File: src/rtl/octmr_pkg.sv
package octmr_pkg;
  localparam int CNT_W   = 16;
  localparam int NUM_OC  = 5;
  localparam int NUM_IC  = 4;
  localparam int NUM_PIN = NUM_OC - 1;
  localparam int FLG_W   = NUM_OC + NUM_IC - 1;
  localparam int ADDR_W  = 4;

  localparam int A_CNT = 0;
  localparam int A_CMP = 1;
  localparam int A_CAP = A_CMP + NUM_OC;
  localparam int A_ACT = A_CAP + NUM_IC;
  localparam int A_MSK = A_ACT + 1;
  localparam int A_FLG = A_MSK + 1;
  localparam int A_CFG = A_FLG + 1;

  typedef struct packed {
    logic [NUM_OC-1:0] cmpWr;
    logic [CNT_W-1:0]  wdata;
    logic              slotCapture;
  } dpStrobe_t;

  // compares 1..4 fill the top bits, shared slot next, captures 1..3 last
  function automatic logic [FLG_W-1:0] packFlags(input logic [NUM_OC-1:0] oc,
                                                 input logic [NUM_IC-1:0] ic);
    logic [FLG_W-1:0] f;
    f = '0;
    for (int i = 0; i < NUM_OC-1; i++) f[FLG_W-1-i] = oc[i];
    f[NUM_IC-1] = oc[NUM_OC-1] | ic[NUM_IC-1];
    for (int k = 0; k < NUM_IC-1; k++) f[NUM_IC-2-k] = ic[k];
    return f;
  endfunction
endpackage

File: src/rtl/octmr_datapath.sv
module octmr_datapath
  import octmr_pkg::*;
(
  input  logic              clk,
  input  logic              rstN,
  input  dpStrobe_t         strb,
  input  logic [NUM_IC-1:0] capIn,
  input  logic [ADDR_W-1:0] rdAddr,
  output logic [CNT_W-1:0]  cntQ,
  output logic [NUM_OC-1:0] ocMatch,
  output logic [NUM_IC-1:0] capEvt,
  output logic [CNT_W-1:0]  dpRdata
);
  logic [NUM_OC-1:0][CNT_W-1:0] cmpArr;
  logic [NUM_IC-1:0][CNT_W-1:0] capArr;

  always_ff @(posedge clk or negedge rstN) begin
    if (!rstN) cntQ <= '0;
    else       cntQ <= cntQ + CNT_W'(1);
  end

  for (genvar i = 0; i < NUM_OC; i++) begin : g_cmp
    logic [CNT_W-1:0] cmpR;
    logic             hit;
    always_ff @(posedge clk or negedge rstN) begin
      if (!rstN)             cmpR <= '1;
      else if (strb.cmpWr[i]) cmpR <= strb.wdata;
    end
    assign hit       = (cntQ == cmpR);
    assign cmpArr[i] = cmpR;
    if (i == NUM_OC-1) begin : g_shared
      assign ocMatch[i] = hit & ~strb.slotCapture;
    end else begin : g_plain
      assign ocMatch[i] = hit;
    end
  end

  for (genvar k = 0; k < NUM_IC; k++) begin : g_cap
    logic             prevIn;
    logic             edgeHit;
    logic [CNT_W-1:0] capR;
    assign edgeHit = capIn[k] & ~prevIn;
    if (k == NUM_IC-1) begin : g_shared
      assign capEvt[k] = edgeHit & strb.slotCapture;
    end else begin : g_plain
      assign capEvt[k] = edgeHit;
    end
    always_ff @(posedge clk or negedge rstN) begin
      if (!rstN) begin
        prevIn <= 1'b0;
        capR   <= '0;
      end else begin
        prevIn <= capIn[k];
        if (capEvt[k]) capR <= cntQ;
      end
    end
    assign capArr[k] = capR;
  end

  always_comb begin
    dpRdata = '0;
    if (rdAddr == ADDR_W'(A_CNT)) dpRdata = cntQ;
    for (int i = 0; i < NUM_OC; i++)
      if (rdAddr == ADDR_W'(A_CMP + i)) dpRdata = cmpArr[i];
    for (int k = 0; k < NUM_IC; k++)
      if (rdAddr == ADDR_W'(A_CAP + k)) dpRdata = capArr[k];
  end
endmodule

File: src/rtl/octmr_ctrl.sv
module octmr_ctrl
  import octmr_pkg::*;
(
  input  logic                 clk,
  input  logic                 rstN,
  input  logic [ADDR_W-1:0]    busAddr,
  input  logic                 busWe,
  input  logic [CNT_W-1:0]     busWdata,
  input  logic [CNT_W-1:0]     dpRdata,
  input  logic [NUM_OC-1:0]    ocMatch,
  input  logic [NUM_IC-1:0]    capEvt,
  output dpStrobe_t            strb,
  output logic [CNT_W-1:0]     busRdata,
  output logic [NUM_PIN-1:0]   cmpPin,
  output logic                 irq,
  output logic [FLG_W-1:0]     flagQ,
  output logic [FLG_W-1:0]     maskQ,
  output logic [2*NUM_PIN-1:0] actQ,
  output logic                 selQ
);
  logic             hitAct, hitMsk, hitFlg, hitCfg;
  logic [FLG_W-1:0] clrVec, evVec;

  assign hitAct = busWe && (busAddr == ADDR_W'(A_ACT));
  assign hitMsk = busWe && (busAddr == ADDR_W'(A_MSK));
  assign hitFlg = busWe && (busAddr == ADDR_W'(A_FLG));
  assign hitCfg = busWe && (busAddr == ADDR_W'(A_CFG));

  always_comb begin
    for (int i = 0; i < NUM_OC; i++)
      strb.cmpWr[i] = busWe && (busAddr == ADDR_W'(A_CMP + i));
    strb.wdata       = busWdata;
    strb.slotCapture = selQ;
  end

  assign clrVec = hitFlg ? busWdata[FLG_W-1:0] : '0;
  assign evVec  = packFlags(ocMatch, capEvt);

  always_ff @(posedge clk or negedge rstN) begin
    if (!rstN) begin
      actQ  <= '0;
      maskQ <= '0;
      flagQ <= '0;
      selQ  <= 1'b0;
    end else begin
      if (hitAct) actQ  <= busWdata[2*NUM_PIN-1:0];
      if (hitMsk) maskQ <= busWdata[FLG_W-1:0];
      if (hitCfg) selQ  <= busWdata[0];
      flagQ <= (flagQ & ~clrVec) | evVec;
    end
  end

  for (genvar p = 0; p < NUM_PIN; p++) begin : g_pin
    logic [1:0] code;
    logic       pinQ;
    assign code = actQ[2*(NUM_PIN-1-p)+1 -: 2];
    always_ff @(posedge clk or negedge rstN) begin
      if (!rstN) pinQ <= 1'b0;
      else if (ocMatch[p+1]) begin
        case (code)
          2'b01:   pinQ <= ~pinQ;
          2'b10:   pinQ <= 1'b0;
          2'b11:   pinQ <= 1'b1;
          default: pinQ <= pinQ;
        endcase
      end
    end
    assign cmpPin[p] = pinQ;
  end

  assign irq = |(flagQ & maskQ);

  always_comb begin
    busRdata = dpRdata;
    if (busAddr == ADDR_W'(A_ACT)) busRdata = CNT_W'(actQ);
    if (busAddr == ADDR_W'(A_MSK)) busRdata = CNT_W'(maskQ);
    if (busAddr == ADDR_W'(A_FLG)) busRdata = CNT_W'(flagQ);
    if (busAddr == ADDR_W'(A_CFG)) busRdata = CNT_W'(selQ);
  end
endmodule

File: src/rtl/octmr.sv
module octmr
  import octmr_pkg::*;
(
  input  logic               clk,
  input  logic               rstN,
  input  logic [ADDR_W-1:0]  busAddr,
  input  logic               busWe,
  input  logic [CNT_W-1:0]   busWdata,
  output logic [CNT_W-1:0]   busRdata,
  input  logic [NUM_IC-1:0]  capIn,
  output logic [NUM_PIN-1:0] cmpPin,
  output logic               irq
);
  dpStrobe_t            strb;
  logic [CNT_W-1:0]     cntQ;
  logic [CNT_W-1:0]     dpRdata;
  logic [NUM_OC-1:0]    ocMatch;
  logic [NUM_IC-1:0]    capEvt;
  logic [FLG_W-1:0]     flagQ;
  logic [FLG_W-1:0]     maskQ;
  logic [2*NUM_PIN-1:0] actQ;
  logic                 selQ;

  octmr_datapath u_dp (
    .clk(clk), .rstN(rstN), .strb(strb), .capIn(capIn), .rdAddr(busAddr),
    .cntQ(cntQ), .ocMatch(ocMatch), .capEvt(capEvt), .dpRdata(dpRdata)
  );

  octmr_ctrl u_ctl (
    .clk(clk), .rstN(rstN), .busAddr(busAddr), .busWe(busWe), .busWdata(busWdata),
    .dpRdata(dpRdata), .ocMatch(ocMatch), .capEvt(capEvt), .strb(strb),
    .busRdata(busRdata), .cmpPin(cmpPin), .irq(irq), .flagQ(flagQ),
    .maskQ(maskQ), .actQ(actQ), .selQ(selQ)
  );
endmodule

File: config.mk
export PLATFORM = sky130hd
export DESIGN_NAME = octmr
export DESIGN_NICKNAME = d
export VERILOG_FILES = /design/src/rtl/octmr_pkg.sv /design/src/rtl/octmr_datapath.sv /design/src/rtl/octmr_ctrl.sv /design/src/rtl/octmr.sv
export SDC_FILE = /design/constraint.sdc
export NUM_CORES = 1
export LEC_CHECK = 0
export BUFFER_PORTS_ARGS = -buffer_cell sky130_fd_sc_hd__buf_2
export CAP_MARGIN = 15
export CELL_PAD_IN_SITES_DETAIL_PLACEMENT = 1
export CELL_PAD_IN_SITES_GLOBAL_PLACEMENT = 1
export CORE_MARGIN = 2
export CORE_UTILIZATION = 45
export CTS_BUF_LIST = sky130_fd_sc_hd__clkbuf_4 sky130_fd_sc_hd__clkbuf_8
export CTS_CLUSTER_SIZE = 16
export DETAILED_ROUTE_END_ITERATION = 7
export PLACE_DENSITY = 0.81
export SETUP_SLACK_MARGIN = 0.05
export SYNTH_ARGS = -nofsm -noshare
export SYNTH_HDL_FRONTEND = slang
export SYNTH_SLANG_ARGS = --single-unit
export TNS_END_PERCENT = 1
File: constraint.sdc
create_clock -name clk -period 3.18 [get_ports clk]
set_input_delay 0.159 -clock clk [delete_from_list [all_inputs] [get_ports clk]]
set_output_delay 0.159 -clock clk [all_outputs]
set_load 0.01 [all_outputs]
==> flow_summary.toml, run 1 <==
[worst_setup_path]
crit_buf_inv = 1
slowest_stage = "dfrtp_1"
cp_cell_sequence = "mux2i_1 > o2bb2ai_1 > a21oi_1 > or3_1 > a31oi_1 > buf_2"
max_stage_delay_ps = 840
crit_fanout = 13
required_ps = 3020
startpoint_type = "flip-flop"
arrival_ps = 2600
critical-path-top-delay-family = "flip-flops"
cp.depth = 6
r2r_cells = 5
worst-setup-path-type = "flip-flop to primary output"
end_kind = "primary output"

[synth]
synth_nets = 928
synth_xor_area_frac = 0.0821
netlist_instances = 900
synthArstFlopShare = 1.00
ys_warn_count = 0
yosys-top-cells-count = "126 x mux2_2, 113 x dfrtp_1, 80 x dfstp_2, 72 x xor2_1, 61 x nand2_1"
ys_seq_area_frac = 0.483
synth.top_cell.area_share = 0.277
synth-edff-count = 0
synthMuxAreaShare = 0.205
synth_top_family_by_area = "multiplexers"
syn-cell-area_um2 = 10200
synth_top_cell_by_area = "dfrtp_1"
synth.distinct_cells = 64
synth.area.top_cells = "dfrtp_1 28%, dfstp_2 21%, mux2_2 14%"
synth_compound_area_frac = 0.0972
synth_simple_gate_area_frac = 0.0918
ys_seq_elements = 193
synth_fa_ha_area_frac = 0.00123
avgSynthCellArea_um2 = 11.3
synth_ff_type = "dfrtp_1"
yosysMostFrequentCell = "mux2_2"

[sta]
grt_setup_unrepaired = "no"
max_freq_mhz = 362
hold_viol_final = 0
period_share = 0.869
tns_ps = 0
period_minus_slack_ps = 2760
slew_violations = 0
fin_skew_ps = 13.9
max_slew_margin = 0.238
worst_pin_slew_ps = 1140
setup_violations = 0

[routing]
drt-initial-drc-count = 734
drcViolationCount = 0
postRouteAntennaNets = 0
vias = 7673
routed_via_density = 6.22
routedWlPerCell_um = 26.1
drt_pre_antenna_iters = 5
wl_um = 32200

[clock_network]
htree_levels = 4
path_clk_slew_ps = 110
cts_tree = "built"
clockBufferDepth = 2
clkLatencyLatePin_ps = 500
cts_root_buffer = "clkbuf_8"
cts.sinks = 193
postCtsResizedCells = 0
cts_buffers = 17

[run_status]
outcome = "complete, no violations"

[pwr]
ir_worst_vdd_mv = 0.221
power_density_nw_per_um2 = 580
p_leak_nw = 4.92

[global_routing]
grt.total_usage = 0.278
grt_pass1_wl_um = 49800
grt_overflow = 0
grt_pass1_vias = 8225
grt_max_degree = 99
antenna_found_initial = 1

[finish]
drive_gt1_frac = 0.342
fin_nets = 963
area_growth_pct = 10.3
fillers = 2405
final_util = 0.502
num_antenna_cells = 0

[floorplan]
die_x_um = 155
ios = 48
die_area_um2 = 23900
core_area_um2 = 22400
start_util = 0.455
die_y_um = 155
row_count = 55

[place]
place.gp.congestion = 0.951
hpwl_um = 22600
io_buffers = 47

[run]
maxCapViolCount = 0

[min_path]
min_delay_path_depth = 3
hold_class = "primary input to flip-flop"
worst min-delay path: stages:
cell and delay (ps):
buf_2 170, nand2_1 70, o21ai_0 70
where the power goes:
group          internal, mW  total [mW]  switching, mW  leakage (nW)
clock                 0.982        1.91          0.923         0.235
sequential             3.00        3.42          0.418          2.26
combinational         0.571        1.21          0.635          2.43
timing repair:
item | 4_1_cts | 5_1_grt
hold buffers | 13 | 0
endpoints found under the hold margin | 99 | 0
setup buffers | 0 | 0
area by class of cell:
cell class	count	area (um^2)	share of cell area
clock buffers	20	263	0.0233
clock inverters	12	203	0.0180
inverters	10	37.5	0.00334
multi-input cells	626	4870	0.433
flip-flops and latches	193	4930	0.438
well taps	285	357	0.0317
repair buffers	87	589	0.0524
cell families after synthesis:
logic type                 count (synthesis)
and+or+nand+nor                          191
buffers and inverters                     81
xor gates and xnor gates                  94
adders and majority gates                  1
muxes                                    184
DFF                                      193
AOI/OAI and AO/OA                        156
per-layer routing:
layer,up-vias,track usage,part of all wire
met4,2,0.127,0.039
met2,281,0.446,0.48
met1,4040,0.363,0.43
li1,3271,-,-
met5,-,0,0.00034
met3,79,0.0580,0.057
flip-flops by register name, indices dropped and copies added (netlist names):
name and count:
u_dp.g_cmp.cmpR 80, u_dp.g_cap.capR 64, u_dp.cntQ 16, u_ctl.actQ 8
u_ctl.flagQ 8, u_ctl.maskQ 8, u_ctl.g_pin.pinQ 4, u_dp.g_cap.prevIn 4
u_ctl.selQ 1
layout by cell type (no fill, tap or decap), types with 3 or more instances in the layout:
master           n
a2111oi_0        3
a211oi_1         3
a21oi_1         32
a221oi_1         6
a22o_1           5
a22oi_1         10
a31oi_1          8
and3_1           7
buf_2           46
buf_4           26
bufinv_16        5
clkbuf_8        19
dfrtp_1        113
dfstp_2         80
dlygate4sd3_1   13
inv_1           10
inv_6            4
mux2_1          26
mux2_2         126
mux2i_1         27
mux4_2           5
nand2_1         61
nand2b_1         9
nand3_1         10
nand4_1         11
nor2_1          46
nor2b_1          7
nor3_1           5
nor4_1          16
o21a_1           5
o21ai_0         38
o21ai_1         15
o22ai_1          6
o2bb2ai_1        6
o311ai_1         3
or3_1            4
xnor2_1         20
xor2_1          72
path summary, 6_finish.rpt:
| kind | end | slack (ps) | startpoint |
|---|---|---|---|
| min in group asynchronous | u_ctl.g_pin[2].pinQ | 190 | rstN |
| max in group asynchronous | u_dp.g_cmp[4].cmpR[8] | 2070 | rstN |
| max reg2reg | u_ctl.g_pin[1].pinQ | 660 | u_dp.cntQ[13] |
| min | u_ctl.actQ[2] | 30 | busWdata[2] |
| max | busRdata[6] | 420 | u_dp.cntQ[6] |
| min reg2reg | u_dp.g_cap[2].capR[14] | 500 | u_dp.g_cap[2].capR[14] |
per-stage QoR:
stage               cells  setup WS (ps)  total power, mW  hold WS (ps)  area [um^2]
CTS                  1233            402             6.53          13.0        11300
finish               1233            416             6.53          29.1        11300
floorplan             900           1400             4.08          -137        10200
detailed placement   1188            635             4.61           161        10700
global placement     1188            744             4.53           164        10700
global route         1233            266             6.79          27.6        11300
Power figures use the tool's default switching activity.
==> inputs of run 2 (changes only) <==
- ABC_AREA: default -> 1
- PLACE_DENSITY: 0.81 -> 0.86
==> run 2 against run 1 <==
Effect of this change:
- die area shrank 2.6%
- clock skew grew 1.6 ps
- critical path depth grew 3
- clock power shrank 8%
- first-iteration DRC count shrank 29%
- hold slack lost 8.7 ps
- combinational power shrank 16%
- design area shrank 4.2%
- critical path type unchanged
- critical endpoint is now busRdata[10]
- largest power group unchanged
==> flow_summary.toml, run 2 <==
[run_status]
outcome = "complete, no violations"

[routing]
drt_pre_antenna_iters = 8
drcViolationCount = 0
wl_um = 30500
vias = 8609
postRouteAntennaNets = 0
routed_via_density = 5.58
drt-initial-drc-count = 521
routedWlPerCell_um = 19.8

[global_routing]
antenna_found_initial = 1
grt_overflow = 0
grt_pass1_wl_um = 49400
grt_pass1_vias = 8697
grt_max_degree = 98
grt.total_usage = 0.270

[synth]
synth_top_cell_by_area = "dfrtp_1"
avgSynthCellArea_um2 = 8.05
synth_ff_type = "dfrtp_1"
ys_seq_elements = 193
synth.area.top_cells = "dfrtp_1 28%, dfstp_2 21%, nand2_1 14%"
synth_top_family_by_area = "simple AND/OR/NAND/NOR gates"
synth_xor_area_frac = 0.0670
synth-edff-count = 0
synth.distinct_cells = 35
yosysMostFrequentCell = "nand2_1"
ys_seq_area_frac = 0.496
synthMuxAreaShare = 0
synth_simple_gate_area_frac = 0.243
synth_compound_area_frac = 0.121
synth.top_cell.area_share = 0.285
ys_warn_count = 0
synthArstFlopShare = 1.00
netlist_instances = 1233
synth_fa_ha_area_frac = 0.00126
syn-cell-area_um2 = 9930
yosys-top-cells-count = "372 x nand2_1, 122 x o21ai_0, 113 x dfrtp_1, 100 x inv_1, 80 x dfstp_2"
synth_nets = 1261

[finish]
top_regs = "u_dp.g_cmp.cmpR (80), u_dp.g_cap.capR (64), u_dp.cntQ (16)"
largest_reg_flops = 80
fin_nets = 1279
final_common_cell = "nand2_1"
num_antenna_cells = 0
area_growth_pct = 8.57
drive_gt1_frac = 0.165
top_register = "u_dp.g_cmp.cmpR"
mostFrequentLayoutCells = "372 x nand2_1, 122 x o21ai_0, 113 x dfrtp_1, 100 x inv_1, 80 x dfstp_2"

[clock_network]
cts_hold_buffers = 7
cts.sinks = 193
clkLatencyLatePin_ps = 510
clockBufferDepth = 2
htree_levels = 4
path_clk_slew_ps = 100
cts_root_buffer = "clkbuf_8"
postCtsResizedCells = 0
cts_tree = "built"
post-cts-setup-buffers = 0
cts_buffers = 17

[sta]
setup_ws_ps = 602
setup_violations = 0
max_slew_margin = 0.254
grt_setup_unrepaired = "no"
period_minus_slack_ps = 2580
hold_viol_final = 0
worst_pin_slew_ps = 1120
max_freq_mhz = 388
slew_violations = 0
fin_skew_ps = 15.5
period_share = 0.811
tns_ps = 0

[floorplan]
start_util = 0.456
core_area_um2 = 21800
die_y_um = 153
ios = 48
die_area_um2 = 23300
die_x_um = 153
row_count = 54

[pwr]
p_leak_nw = 4.88
switchingPower_mw = 1.90
cellInternalPower_mw = 4.15
clkPwrFrac = 0.289
ir_worst_vdd_mv = 0.270
switching_share = 0.314
pwr-share-seq = 0.542
combPwrFrac = 0.169
power_density_nw_per_um2 = 561

[worst_setup_path]
required_ps = 3020
arrival_ps = 2420
max_stage_delay_ps = 520
startpoint_type = "flip-flop"
slowest_stage = "dfrtp_1"
worst-setup-path-type = "flip-flop to primary output"
cp_cell_sequence = "inv_1 > o21ai_1 > a21oi_1 > nand4_1 > o21ai_1 > nand3_1 > nand2_1 > inv_1 > buf_2"
crit_fanout = 7
critical-path-top-delay-family = "flip-flops"
end_kind = "primary output"
crit_buf_inv = 3

[place]
post-place-ws_ps = 929
io_buffers = 47
place.gp.congestion = 0.917
hpwl_um = 21800

[run]
maxCapViolCount = 0

[min_path]
hold_class = "primary input to flip-flop"
[run 2: cell count changes after synthesis, moves of 27 or more]
cell,before,now
inv_1,10,100
o21ai_0,38,122
xor2_1,72,30
mux2i_1,27,0
nand3_1,10,49
nand2_1,61,372
mux2_2,126,0
o21ai_1,15,68
[run 2: final timing paths]
path / startpoint / end / slack [ps] / cells after the start
worst min register to register: u_dp.g_cap[3].capR[8] / u_dp.g_cap[3].capR[8] / 490 / 2
worst min-delay path: busWdata[14] / u_dp.g_cmp[2].cmpR[14] / 20 / 3
worst max register to register: u_dp.cntQ[3] / u_dp.cntQ[15] / 1010 / 9
min in group asynchronous: rstN / u_dp.cntQ[11] / 270 / 2
worst max-delay path: u_dp.cntQ[10] / busRdata[10] / 600 / 9
max in group asynchronous: rstN / u_dp.g_cmp[3].cmpR[7] / 2060 / 3
[run 2: power by group through the flow]
stage	sequential, mW	combinational (mW)	clock [mW]
after floorplan	3.19	0.690	0
after global placement	3.29	0.962	0
after detailed placement	3.31	1.01	0
after CTS	3.27	1.03	1.76
after global routing	3.32	1.16	1.87
final	3.28	1.02	1.75
[run 2: cell type report]
cell class / count / area [um^2]
inverter: 111 / 417
tap: 280 / 350
multi-input combinational: 867 / 4290
sequential: 193 / 4930
fill: 2729 / 11000
timing repair buffer: 61 / 379
clock inverter: 12 / 155
clock buffer: 20 / 256
[run 2: kinds of logic (layout without fill, tap and decap cells)]
logic type / count (synthesis) / count (layout)
AO/OA/AOI/OAI: 234 / 234
XOR/XNOR: 76 / 76
adder cells (fa/ha/maj): 1 / 1
buffers and inverters: 173 / 204
flip-flops: 193 / 193
AND/OR/NAND/NOR: 556 / 556
[run 2: metrics by stage]
| step | cells | util | hold slack [ps] | power, mW | area, um^2 |
|---|---|---|---|---|---|
| final | 1544 | 0.496 | 20.4 | 6.05 | 10800 |
| after global routing | 1544 | 0.496 | 27.9 | 6.35 | 10800 |
| after CTS | 1544 | 0.496 | 8.39 | 6.06 | 10800 |
| after detailed placement | 1505 | 0.473 | 285 | 4.32 | 10300 |
| after global placement | 1505 | 0.473 | 282 | 4.25 | 10300 |
| after floorplan | 1233 | - | -137 | 3.88 | 9930 |
[run 2: tightest hold or removal path: cells and delay by family]
family                 cells  cell delay, ps
buffers and inverters      2             180
AO/OA/AOI/OAI              1             150
[run 2: layer usage]
metal  GRT usage  vias to the layer above  share of wire
met5           0                        -        0.00049
met4      0.0772                        2          0.019
met3      0.0486                       39          0.045
met2       0.418                      187           0.47
met1       0.393                     4405           0.47
li1            -                     3976              -
